--- src/rtl/gpio_irq_pkg.sv ---
package gpio_irq_pkg;
  typedef enum logic [1:0] {
    TRIG_LOW  = 2'b00,
    TRIG_HIGH = 2'b01,
    TRIG_RISE = 2'b10,
    TRIG_FALL = 2'b11
  } trig_e;

  localparam int MODE_BITS = 2;
endpackage

--- src/rtl/gpio_irq_sync.sv ---
module gpio_irq_sync #(
  parameter int W = 32
) (
  input  logic         clk_i,
  input  logic         rst_ni,
  input  logic [W-1:0] pin_i,
  output logic [W-1:0] sync_o
);
  logic [W-1:0] meta_q;
  logic [W-1:0] sync_q;

  always_ff @(posedge clk_i or negedge rst_ni) begin
    if (!rst_ni) begin
      meta_q <= '0;
      sync_q <= '0;
    end else begin
      meta_q <= pin_i;
      sync_q <= meta_q;
    end
  end

  assign sync_o = sync_q;

  // Warm-up count so the delay check never looks back into reset.
  logic [1:0] warm_q;
  always_ff @(posedge clk_i or negedge rst_ni) begin
    if (!rst_ni) warm_q <= '0;
    else if (warm_q != 2'd3) warm_q <= warm_q + 2'd1;
  end

  p_sync_delay_r4: assert property (@(posedge clk_i) disable iff (!rst_ni)
    (warm_q == 2'd3) |-> (sync_o == $past(pin_i, 2)));
endmodule

--- src/rtl/gpio_irq_detect.sv ---
module gpio_irq_detect
  import gpio_irq_pkg::*;
#(
  parameter int W = 32
) (
  input  logic                 clk_i,
  input  logic                 rst_ni,
  input  logic [W-1:0]         sync_i,
  input  logic [W*MODE_BITS-1:0] mode_i,
  output logic [W-1:0]         evt_o
);
  logic [W-1:0] prev_q;

  always_ff @(posedge clk_i or negedge rst_ni) begin
    if (!rst_ni) prev_q <= '0;
    else         prev_q <= sync_i;
  end

  for (genvar i = 0; i < W; i++) begin : g_pin
    trig_e trig;
    assign trig = trig_e'(mode_i[i*MODE_BITS +: MODE_BITS]);

    always_comb begin
      unique case (trig)
        TRIG_LOW:  evt_o[i] = ~sync_i[i];
        TRIG_HIGH: evt_o[i] = sync_i[i];
        TRIG_RISE: evt_o[i] = sync_i[i] & ~prev_q[i];
        TRIG_FALL: evt_o[i] = ~sync_i[i] & prev_q[i];
        default:   evt_o[i] = 1'b0;
      endcase
    end

    // An edge-mode event cannot repeat on the next cycle while the mode holds.
    p_edge_once_r3: assert property (@(posedge clk_i) disable iff (!rst_ni)
      (evt_o[i] && mode_i[i*MODE_BITS+1])
        |=> !(evt_o[i] && $stable(mode_i[i*MODE_BITS +: MODE_BITS])));
  end
endmodule

--- src/rtl/gpio_irq_regs.sv ---
module gpio_irq_regs
  import gpio_irq_pkg::*;
#(
  parameter int W      = 32,
  parameter int ADDR_W = 3
) (
  input  logic                   clk_i,
  input  logic                   rst_ni,
  input  logic                   we_i,
  input  logic [ADDR_W-1:0]      addr_i,
  input  logic [W-1:0]           wdata_i,
  input  logic [W-1:0]           evt_i,
  output logic [W*MODE_BITS-1:0] mode_o,
  output logic [W-1:0]           gate_o,
  output logic [W-1:0]           status_o,
  output logic [W-1:0]           rdata_o
);
  localparam int NMW    = MODE_BITS;   // mode words, one W-bit word per W/2 pins
  localparam int A_GATE = NMW;
  localparam int A_STAT = NMW + 1;

  logic [W*MODE_BITS-1:0] mode_q;
  logic [W-1:0]           gate_q;
  logic [W-1:0]           status_q;
  logic                   stat_wr;
  logic [W-1:0]           clr;

  for (genvar k = 0; k < NMW; k++) begin : g_mode
    always_ff @(posedge clk_i or negedge rst_ni) begin
      if (!rst_ni) mode_q[k*W +: W] <= '0;
      else if (we_i && addr_i == ADDR_W'(k)) mode_q[k*W +: W] <= wdata_i;
    end
  end

  always_ff @(posedge clk_i or negedge rst_ni) begin
    if (!rst_ni) gate_q <= '0;
    else if (we_i && addr_i == ADDR_W'(A_GATE)) gate_q <= wdata_i;
  end

  assign stat_wr = we_i && (addr_i == ADDR_W'(A_STAT));
  assign clr     = stat_wr ? wdata_i : '0;

  always_ff @(posedge clk_i or negedge rst_ni) begin
    if (!rst_ni) status_q <= '0;
    else         status_q <= (status_q & ~clr) | evt_i;
  end

  always_comb begin
    rdata_o = '0;
    for (int k = 0; k < NMW; k++) begin
      if (addr_i == ADDR_W'(k)) rdata_o = mode_q[k*W +: W];
    end
    if (addr_i == ADDR_W'(A_GATE)) rdata_o = gate_q;
    if (addr_i == ADDR_W'(A_STAT)) rdata_o = status_q;
  end

  assign mode_o   = mode_q;
  assign gate_o   = gate_q;
  assign status_o = status_q;

  p_set_wins_r6: assert property (@(posedge clk_i) disable iff (!rst_ni)
    (evt_i != '0) |=> ((status_q & $past(evt_i)) == $past(evt_i)));

  p_w1c_r6: assert property (@(posedge clk_i) disable iff (!rst_ni)
    stat_wr |=> ((status_q & $past(wdata_i & ~evt_i)) == '0));

  p_no_spurious_r3: assert property (@(posedge clk_i) disable iff (!rst_ni)
    1'b1 |=> ((status_q & ~$past(status_q) & ~$past(evt_i)) == '0));
endmodule

--- src/rtl/gpio_irq_merge.sv ---
module gpio_irq_merge #(
  parameter int W     = 32,
  parameter int GROUP = 16,
  parameter int NDED  = 8,
  localparam int NGRP = W / GROUP
) (
  input  logic            clk_i,
  input  logic            rst_ni,
  input  logic [W-1:0]    status_i,
  input  logic [W-1:0]    gate_i,
  output logic [NGRP-1:0] grp_o,
  output logic [NDED-1:0] ded_o
);
  logic [W-1:0] live;
  assign live = status_i & gate_i;

  for (genvar g = 0; g < NGRP; g++) begin : g_grp
    assign grp_o[g] = |live[g*GROUP +: GROUP];
  end

  for (genvar i = 0; i < NDED; i++) begin : g_ded
    assign ded_o[i] = live[i];

    p_pin_in_group_r9: assert property (@(posedge clk_i) disable iff (!rst_ni)
      ded_o[i] |-> grp_o[i / GROUP]);
  end
endmodule

--- src/rtl/gpio_irq_agg.sv ---
module gpio_irq_agg
  import gpio_irq_pkg::*;
#(
  parameter int NPINS  = 32,
  parameter int GROUP  = 16,
  parameter int NDED   = 8,
  parameter int ADDR_W = 3,
  localparam int NGRP  = NPINS / GROUP
) (
  input  logic              clk_i,
  input  logic              rst_ni,
  input  logic [NPINS-1:0]  pin_i,
  input  logic              reg_we_i,
  input  logic [ADDR_W-1:0] reg_addr_i,
  input  logic [NPINS-1:0]  reg_wdata_i,
  output logic [NPINS-1:0]  reg_rdata_o,
  output logic [NGRP-1:0]   irq_grp_o,
  output logic [NDED-1:0]   irq_pin_o
);
  logic [NPINS-1:0]           pin_sync;
  logic [NPINS-1:0]           evt;
  logic [NPINS*MODE_BITS-1:0] mode;
  logic [NPINS-1:0]           gate;
  logic [NPINS-1:0]           status;

  gpio_irq_sync #(.W(NPINS)) i_sync (
    .clk_i  (clk_i),
    .rst_ni (rst_ni),
    .pin_i  (pin_i),
    .sync_o (pin_sync)
  );

  gpio_irq_detect #(.W(NPINS)) i_detect (
    .clk_i  (clk_i),
    .rst_ni (rst_ni),
    .sync_i (pin_sync),
    .mode_i (mode),
    .evt_o  (evt)
  );

  gpio_irq_regs #(.W(NPINS), .ADDR_W(ADDR_W)) i_regs (
    .clk_i    (clk_i),
    .rst_ni   (rst_ni),
    .we_i     (reg_we_i),
    .addr_i   (reg_addr_i),
    .wdata_i  (reg_wdata_i),
    .evt_i    (evt),
    .mode_o   (mode),
    .gate_o   (gate),
    .status_o (status),
    .rdata_o  (reg_rdata_o)
  );

  gpio_irq_merge #(.W(NPINS), .GROUP(GROUP), .NDED(NDED)) i_merge (
    .clk_i    (clk_i),
    .rst_ni   (rst_ni),
    .status_i (status),
    .gate_i   (gate),
    .grp_o    (irq_grp_o),
    .ded_o    (irq_pin_o)
  );

  // outputs stay low while reset is applied.
  always_comb begin
    if (!rst_ni) begin
      p_reset_quiet_r1: assert ((irq_grp_o == '0) && (irq_pin_o == '0));
    end
  end
endmodule

--- config.mk ---
export PLATFORM = sky130hd
export DESIGN_NAME = gpio_irq_agg
export DESIGN_NICKNAME = d
export VERILOG_FILES = /design/src/rtl/gpio_irq_pkg.sv /design/src/rtl/gpio_irq_sync.sv /design/src/rtl/gpio_irq_detect.sv /design/src/rtl/gpio_irq_regs.sv /design/src/rtl/gpio_irq_merge.sv /design/src/rtl/gpio_irq_agg.sv
export SDC_FILE = /design/constraint.sdc
export NUM_CORES = 1
export LEC_CHECK = 0
export ABC_AREA = 0
export ABC_CLOCK_PERIOD_IN_PS = 1300
export CORE_MARGIN = 3
export CORE_UTILIZATION = 54
export CTS_BUF_LIST = sky130_fd_sc_hd__clkbuf_8
export DETAILED_ROUTE_END_ITERATION = 6
export DONT_BUFFER_PORTS = 1
export PLACE_DENSITY = 0.7
export RECOVER_POWER = 100
export SKIP_LAST_GASP = 1
export SYNTH_ARGS = -nofsm -noshare
export SYNTH_HDL_FRONTEND = slang
export SYNTH_SLANG_ARGS = --single-unit
--- constraint.sdc ---
create_clock -name clk_i -period 1.3 [get_ports clk_i]
set_clock_uncertainty 0.15 [all_clocks]
set_input_delay 0 -clock clk_i [delete_from_list [all_inputs] [get_ports clk_i]]
set_output_delay 0 -clock clk_i [all_outputs]
set_load 0.05 [all_outputs]
==> results of run 1 <==
metal layers:
layer	vias to the layer above	GRT usage, %	wire [um]
met4	0	10.81	829
met3	74	5.842	2232
li1	3068	-	-
met5	-	0	0
met2	361	46.77	14290
met1	3684	34.08	10960
through the flow:
stage / instance area, um2 / setup WS (ns) / instances
after CTS: 13170 / -0.7617 / 1191
final: 13360 / -0.7475 / 1209
after global routing: 13360 / -0.8151 / 1209
after global placement: 10980 / -0.2265 / 1005
after floorplan: 9654 / -0.2148 / 700
after detailed placement: 10980 / -0.2314 / 1005
layout make-up:
type	instances	area [um2]
Tap cell	225	281.5
Antenna cell	1	2.502
Timing Repair Buffer	252	2723
Multi-Input combinational cell	446	4056
Clock buffer	44	605.6
Clock inverter	17	71.32
Fill cell	992	3993
Sequential cell	224	5624
worst max-delay path: stages, from the launching register on:
cell and delay [ns]:
dfrtp_1 0.39, a22o_1 0.27, a221oi_2 0.19, buf_4 0.15, nand4_1 0.16, buf_6 0.22
sequential cells by signal, summed over array words and instances (netlist names):
register         cells
i_regs.mode_o       64
i_detect.prev_q     32
i_regs.gate_o       32
i_regs.status_o     32
i_sync.meta_q       32
i_sync.sync_o       32
timing repair:
action	in CTS	in global routing
hold endpoints to repair	384	256
gates cloned	0	3
pin swaps	43	34
buffers inserted	25	36
endpoints found under the setup margin	48	106
resized for setup	89	54
synthesized netlist by cell type (all sizes together):
cell type,count,area [um2]
xor2,30,262.8
nand3b,32,240.2
nand2b,32,200.2
and2,11,68.82
a221o,30,300.3
mux4,4,90.09
and3b,1,8.760
nand4,2,12.51
o21ba,2,20.02
and2b,2,15.01
dfrtp,224,5605
nand2,62,232.7
o21ai,32,160.2
and4b,1,10.01
buf,30,271.5
nor4,2,12.51
a221oi,6,52.55
nand3,2,10.01
nor3b,2,25.02
mux2,96,1381
nor3,1,10.01
a22o,8,70.07
a22oi,56,420.4
nor2b,2,12.51
nor2,30,112.6
worst max path at each step:
stage	depth (start not counted)	startpoint	slack, ns	to
final	5	i_regs.status_o[13]	-0.75	irq_grp_o[0]
after global routing	4	i_regs.status_o[10]	-0.82	irq_grp_o[0]
after CTS	5	i_regs.gate_o[13]	-0.76	irq_grp_o[0]
after detailed placement	5	i_regs.status_o[13]	-0.23	irq_grp_o[0]
after global placement	5	i_regs.status_o[13]	-0.23	irq_grp_o[0]
after floorplan	3	i_regs.gate_o[7]	-0.21	irq_grp_o[0]
power groups by stage:
stage / sequential, mW / combinational [mW] / clock [mW]
after floorplan: 8.66 / 2.69 / 0
after global placement: 8.82 / 4.14 / 0
after detailed placement: 8.91 / 4.23 / 0
after CTS: 8.77 / 5.07 / 5.84
after global routing: 8.96 / 5.57 / 6.21
final: 8.86 / 5.34 / 5.79
kinds of logic (layout without fill, tap and decap cells):
kind of cell,count (synthesis),count (layout),synth area share (%)
simple gates,182,182,10.11
compound gates,134,134,10.66
flops,224,224,58.36
mux,100,100,15.32
xor+xnor,30,30,2.735
buf+inv,30,313,2.827
other cells,0,1,0
==> flow_summary.ini, run 1 <==
[sta]
totalNegativeSetupSlack_ns = -15.14
layout_setup_ws_ns = -0.7475
timing.final.crit_period_ns = 2.047
worst_slew_pin_slew_ns = 0.5741
hold_viol = 224
fmax_ghz = 0.4884
crit_share_post_route_pct = 157.5
finalSetupViolCount = 88
max_slew_margin_pct = 61.73
worst_hold_slack_ns = -0.9787
total_count_of_max_transition_violations_in_the_final_report = 0
grt_setup_unrepaired = yes

[logic_synthesis]
yosysWarnings = 0
post_synth_instance_area_mm2 = 0.009605
synthesis.area_per_instance_um2 = 13.72
netlist_instances = 700
yosys.cell_types.count = 29
synth-seq-area-share_pct = 58.36
synth_seq_cells = 224
post_synthesis_net_count = 770

[clocking]
path_clk_slew_ns = 0.07
num_cts_buffers = 37
clockRootBuffer = clkbuf_8
worst_skew_pair.late_latency_ns = 0.52
cts_hold_repair.buffers = 103
cts_tree = done
cts_htree_levels = 2
clkSinkCount = 224
max-clock-path-buffers = 3

[routing]
first_pass_iters = 7
detail_route.drc_violations = 3
finalWirelength_um = 28310
antenna_left = 0
dr_iter_0_viols = 577
detailroute.via_count = 7187
routed_wire_length_per_instance_um = 23.42
routed_via_density = 5.945

[power]
share_seq_of_total_power_pct = 44.3
total_leakage_power_nw = 5.753
clock_share_of_power_pct = 28.9
ir_worst_vdd_mv = 0.9111
powerDensity_mw_per_mm2 = 1496
power_frac_comb_pct = 26.7
internal-power_mw = 13.93
total_power_mw = 19.99
power_switching_share_pct = 30.31
net-switching-power_mw = 6.058

[global_route]
grt_start_max_net_pins = 225
grt.overflow.total = 0
grt_pass1_wl_um = 41700
grtUsageTotal_pct = 27.33
antenna_found_initial = 1
first_global_vias = 7622

[die]
die_width_um = 139.4
ioPinCount = 112
total_die_area_mm2 = 0.01942
placeable_core_area_mm2 = 0.01736
initial_utilization_pct = 55.34
die-height_um = 139.4
rows = 48

[setup_path]
reg2regPathDepth = 3
destination_of_the_worst_register_to_register_timing_path = i_regs.status_o[16]
cp_data_required_time_ns = 1.15
cp_max_fo = 2
critPathArrivalTime_ns = 1.90
worstSetupEndpointType = primary output
setup.worst_path.class = reg2out
regToRegSetupSlack_ns = -0.07
r2r_start = i_regs.mode_o[32]
worst_setup_path_start_kind = flip-flop

[cells_and_area]
final_util_pct = 77.00
syn_to_final_growth_pct = 39.13
most-common-layout-cells = 209 x dfrtp_1, 101 x dlygate4sd3_1, 80 x buf_4
design.final.nets = 1031
final_layout_size_suffix_gt1_share_pct = 39.88
leading_cell_type_in_the_layout_fill_and_taps_excluded = dfrtp_1

[outcome]
failed_checks = design-rule violations, negative hold slack, negative setup slack
run_status = finished, violations left

[placed_design]
routabilityCongestion = 0.8940
io_buffer_count = 0
dp_hpwl_um = 15810

[flow_run]
maxCapViolations = 0

[hold_path]
hold_path_class = in2async
(Power assumes the default switching activity.)
==> run 2, diff against run 1 <==
BUFFER_PORTS_ARGS = -buffer_cell sky130_fd_sc_hd__buf_2   (was default)
DONT_BUFFER_PORTS = default   (was 1)
PLACE_DENSITY = 0.76   (was 0.7)
SLEW_MARGIN = 10   (was default)
==> run 2 against run 1 <==
  * The run ends with negative setup slack left
  * Combinational power is 3% higher
  * Sequential cell count unchanged
  * Non-clock buffer count grew 84
  * Setup slack got worse by 0.042 ns
  * Global-route usage increased by 2.3 points
  * Wire length grew 6.0%
  * Via count rose by 6.1%
  * Count of clock-buffer cells in the layout grew 5
  * Power up 3.4%
  * Clock power rose by 7.9%
  * Maximum frequency decreased by 2.0%
  * Sequential share of layout area fell by 1.0 points
  * Critical path type unchanged
==> flow_summary.ini, run 2 (same netlist as run 1, synthesis figures left out) <==
[setup_path]
cp_data_required_time_ns = 1.15
regToRegSetupSlack_ns = -0.09
worst_setup_path_start_kind = flip-flop
worst_setup_ep = irq_grp_o[0]
destination_of_the_worst_register_to_register_timing_path = i_regs.status_o[11]
r2r_start = i_regs.mode_o[22]
crit_start = i_regs.status_o[10]
critPathArrivalTime_ns = 1.94
worstSetupEndpointType = primary output
reg2regPathDepth = 4
setup.worst_path.class = reg2out
cp_max_fo = 2

[placed_design]
dp_hpwl_um = 16850
pre_cts_slack_ns = -0.3433
placedCellCount = 1095
routabilityCongestion = 0.8536
io_buffer_count = 111

[clocking]
max-clock-path-buffers = 3
path_clk_slew_ns = 0.06
clkSinkCount = 224
cts_tree = done
clockRootBuffer = clkbuf_8
num_cts_buffers = 37
cts_htree_levels = 2
worst_skew_pair.late_latency_ns = 0.54

[cells_and_area]
non_filler_instance_count_after_layout = 1297
num_antenna_cells = 0
flip_flop_count_of_the_largest_register_after_layout = 64
leading_cell_type_in_the_layout_fill_and_taps_excluded = dfrtp_1
syn_to_final_growth_pct = 42.59
final_layout_size_suffix_gt1_share_pct = 43.19
most-common-layout-cells = 209 x dfrtp_1, 98 x dlygate4sd3_1, 76 x buf_4
design.final.nets = 1115

[sta]
hold_viol = 0
total_count_of_max_transition_violations_in_the_final_report = 0
worst_hold_slack_ns = 0.05163
worst_slew_pin_slew_ns = 0.8228
finalSetupViolCount = 88
timing.final.crit_period_ns = 2.090
grt_setup_unrepaired = yes
fmax_ghz = 0.4785
layout_setup_ws_ns = -0.7898
max_slew_margin_pct = 45.14
crit_share_post_route_pct = 160.8

[hold_path]
hold_path_class = in2reg
worst_hold_startpoint = reg_we_i

[global_route]
first_global_vias = 8146
grt_pass1_wl_um = 45240
grt_start_max_net_pins = 59
grt.overflow.total = 0
antenna_found_initial = 0
grtUsageTotal_pct = 29.64

[die]
ioPinCount = 112
placeable_core_area_mm2 = 0.01736
initial_utilization_pct = 55.34
die-height_um = 139.4
die_width_um = 139.4
total_die_area_mm2 = 0.01942
rows = 48

[power]
ir_worst_vdd_mv = 0.9618
powerDensity_mw_per_mm2 = 1509
total_leakage_power_nw = 6.091

[routing]
detailroute.via_count = 7622
detail_route.drc_violations = 0
routed_via_density = 5.877
finalWirelength_um = 30000
routed_wire_length_per_instance_um = 23.13
dr_iter_0_viols = 599
antenna_left = 0
first_pass_iters = 5

[outcome]
failed_checks = negative setup slack
run_status = finished, violations left

[flow_run]
maxCapViolations = 0
-- run 2: changes by cell type in the layout (fill, tap and decap cells not counted), sizes merged --
cell,before,now
clkinv,3,2
diode,1,0
dlygate4sd3,101,98
clkbuf,48,58
clkdlybuf4s25,0,1
buf,146,227
inv,13,14
-- run 2: timing repair --
action | CTS | global route
resized for setup | 152 | 65
cloned | 0 | 0
endpoints found under the setup margin | 47 | 285
hold buffers | 100 | 0
pin swaps | 40 | 32
hold endpoints to repair | 384 | 0
buffers inserted | 30 | 29
-- run 2: where the power goes --
group          leakage, nW  total [mW]  internal, mW  switching, mW
logic                 3.11        5.51          2.95           2.56
registers             2.55        8.91          7.89           1.01
clock network        0.435        6.25          3.36           2.89
total                 6.09        20.7          14.2           6.46
-- run 2: stage by stage --
stage	utilization [%]	total power, mW	TNS (ns)	cell area (um2)
after floorplan	-	11.35	-0.3297	9654
after global placement	63.64	12.87	-17.10	11050
after detailed placement	63.64	13.06	-24.81	11050
after CTS	77.60	20.15	-37.90	13470
after global routing	78.91	21.44	-23.08	13700
final	78.91	20.66	-18.82	13700
-- run 2: final cells by class --
class / instances / area (um2)
Tap cell: 225 / 281.5
Multi-Input combinational cell: 446 / 4023
Fill cell: 946 / 3660
Clock buffer: 49 / 674.4
Timing Repair Buffer: 336 / 3024
Sequential cell: 224 / 5624
Clock inverter: 17 / 70.07
-- run 2: worst min path at each step --
stage,cells past startpoint,to,slack (ns)
global placement,1,i_sync.sync_o[30],-0.30
finish,5,i_regs.status_o[31],0.05
detailed placement,1,i_sync.sync_o[30],-0.30
global route,5,i_regs.status_o[31],0.07
floorplan,0,i_detect.prev_q[0],-0.45
CTS,4,i_regs.mode_o[3],0.04
-- run 2: worst max-delay path, cell delays in order, from the launching register on --
cell,delay (ns)
dfrtp_1,0.42
a22o_1,0.28
a221oi_2,0.18
buf_4,0.15
nand4_1,0.17
buf_6,0.22
-- run 2: per-layer routing --
| layer | global-route usage [%] | share of wire [%] | vias up |
|---|---|---|---|
| met5 | 0 | 0 | - |
| met2 | 50.56 | 51 | 417 |
| met1 | 37.40 | 38 | 3883 |
| li1 | - | - | 3237 |
| met4 | 12.00 | 3.7 | 0 |
| met3 | 5.739 | 7.2 | 85 |
==> run 3, diff against run 2 <==
CORE_UTILIZATION = 35   (was 54)
CTS_BUF_LIST = sky130_fd_sc_hd__clkbuf_2   (was sky130_fd_sc_hd__clkbuf_8)
PLACE_DENSITY = 0.53   (was 0.76)
SKIP_CTS_REPAIR_TIMING = 1   (was default)
==> run 3 against run 2 <==
  * The run ends with negative hold slack, negative setup slack left
  * Final cell count rose by 15%
  * Maximum frequency fell by 11%
  * Die area rose by 52%
  * Sequential share of layout area fell by 1.0 points
  * Wire length fell by 8.7%
  * Cell area rose by 2.6%
  * Largest cell class unchanged
  * Via count fell by 3.3%
  * Critical path type unchanged
==> flow_summary.ini, run 3 (same netlist as run 1, synthesis figures left out) <==
[placed_design]
placedCellCount = 1229
pre_cts_slack_ns = -0.3333
routabilityCongestion = 0.7847
dp_hpwl_um = 18100
io_buffer_count = 111

[hold_path]
hold_path_class = in2reg

[clocking]
path_clk_slew_ns = 0.12
clockRootBuffer = clkbuf_2
cts_tree = done
max-clock-path-buffers = 3
worst_skew_pair.late_latency_ns = 0.84
clkSinkCount = 224
num_cts_buffers = 60
cts_htree_levels = 2

[sta]
max_slew_margin_pct = 59.29
grt_setup_unrepaired = yes
crit_share_post_route_pct = 180.8
hold_viol = 33
finalSetupViolCount = 142
total_count_of_max_transition_violations_in_the_final_report = 0
worst_slew_pin_slew_ns = 0.6106
worst_hold_slack_ns = -0.08239
timing.final.crit_period_ns = 2.350
layout_setup_ws_ns = -1.050
fmax_ghz = 0.4256

[setup_path]
setup.worst_path.class = reg2out
worst_setup_path_start_kind = flip-flop
critPathArrivalTime_ns = 2.20
cp_data_required_time_ns = 1.15
critical_path_cell_by_cell = and2_4, nor4_4, buf_4, nand4_1, buf_6
largest_incremental_delay_on_the_critical_path_ns = 0.40
worstSetupEndpointType = primary output
cpMaxStageDelayCell = dfrtp_1
cp_max_fo = 2

[routing]
finalWirelength_um = 27380
detailroute.via_count = 7374
first_pass_iters = 5
dr_iter_0_viols = 406
antenna_left = 0
routed_wire_length_per_instance_um = 18.27
detail_route.drc_violations = 0
routed_via_density = 4.923

[die]
die-height_um = 171.7
ioPinCount = 112
total_die_area_mm2 = 0.02947
rows = 60
initial_utilization_pct = 35.64
die_width_um = 171.7
placeable_core_area_mm2 = 0.02695

[global_route]
grt_pass1_wl_um = 39540
grt.overflow.total = 0
antenna_found_initial = 1
first_global_vias = 6869
grt_start_max_net_pins = 53
grtUsageTotal_pct = 17.53

[cells_and_area]
most-common-layout-cells = 207 x dfrtp_1, 133 x dlygate4sd3_1, 90 x buf_4
non_filler_instance_count_after_layout = 1498
final_util_pct = 52.14
final_layout_size_suffix_gt1_share_pct = 45.24
syn_to_final_growth_pct = 46.29
design.final.nets = 1176
flip_flop_count_of_the_largest_register_after_layout = 64
leading_cell_type_in_the_layout_fill_and_taps_excluded = dfrtp_1

[power]
ir_worst_vdd_mv = 1.036
total_power_mw = 19.05
total_leakage_power_nw = 6.249
powerDensity_mw_per_mm2 = 1356

[flow_run]
maxCapViolations = 0

[outcome]
run_status = finished, violations left
failed_checks = negative hold slack, negative setup slack
[run 3: final cells by class]
type                            count  area, um2
Timing Repair Buffer              374       3406
Multi-Input combinational cell    446       4055
Fill cell                        2332      12900
Tap cell                          341      426.7
Clock buffer                       87      435.4
Antenna cell                        1      2.502
Clock inverter                     25      100.1
Sequential cell                   224       5627
[run 3: where the power goes]
part / switching, mW / internal [mW] / leakage, nW
sequential: 0.921 / 7.88 / 2.54
clock: 2.99 / 1.82 / 0.418
combinational: 2.39 / 3.06 / 3.29
total: 6.30 / 12.8 / 6.25
[run 3: final timing paths]
path	from	cells past startpoint	endpoint	slack, ns
max	i_regs.gate_o[4]	5	irq_grp_o[0]	-1.05
min	reg_addr_i[0]	5	i_regs.status_o[31]	-0.08
max reg2reg	i_regs.mode_o[24]	5	i_regs.status_o[12]	-0.16
min reg2reg	i_sync.meta_q[2]	0	i_sync.sync_o[2]	0.19
max in group asynchronous	rst_ni	4	i_regs.status_o[21]	0.04
min in group asynchronous	rst_ni	3	i_sync.sync_o[14]	0.12
[run 3: per-stage QoR]
stage          TNS (ns)  area, um2  hold slack [ns]
5_1_grt          -41.45      14050          -0.1405
4_1_cts          -35.70      11940           -1.203
3_5_place_dp     -33.60      11400          -0.2405
3_3_place_gp     -33.50      11400          -0.2410
6_report         -38.16      14050         -0.08239
2_1_floorplan   -0.3297       9654          -0.4456
[run 3: critical path: cells and delay by family (launching register included)]
family	cells	cell delay, ns
simple gates	3	0.60
flops	1	0.40
buf+inv	2	0.36
[run 3: metal layers]
layer | wire length (um) | share of wire (%) | GRT usage (%) | vias to the layer above
li1 | - | - | - | 3421
met1 | 12770 | 47 | 25.08 | 3686
met2 | 12620 | 46 | 26.94 | 214
met3 | 1393 | 5.1 | 3.677 | 53
met4 | 583 | 2.1 | 5.178 | 0
met5 | 0 | 0 | 0 | -
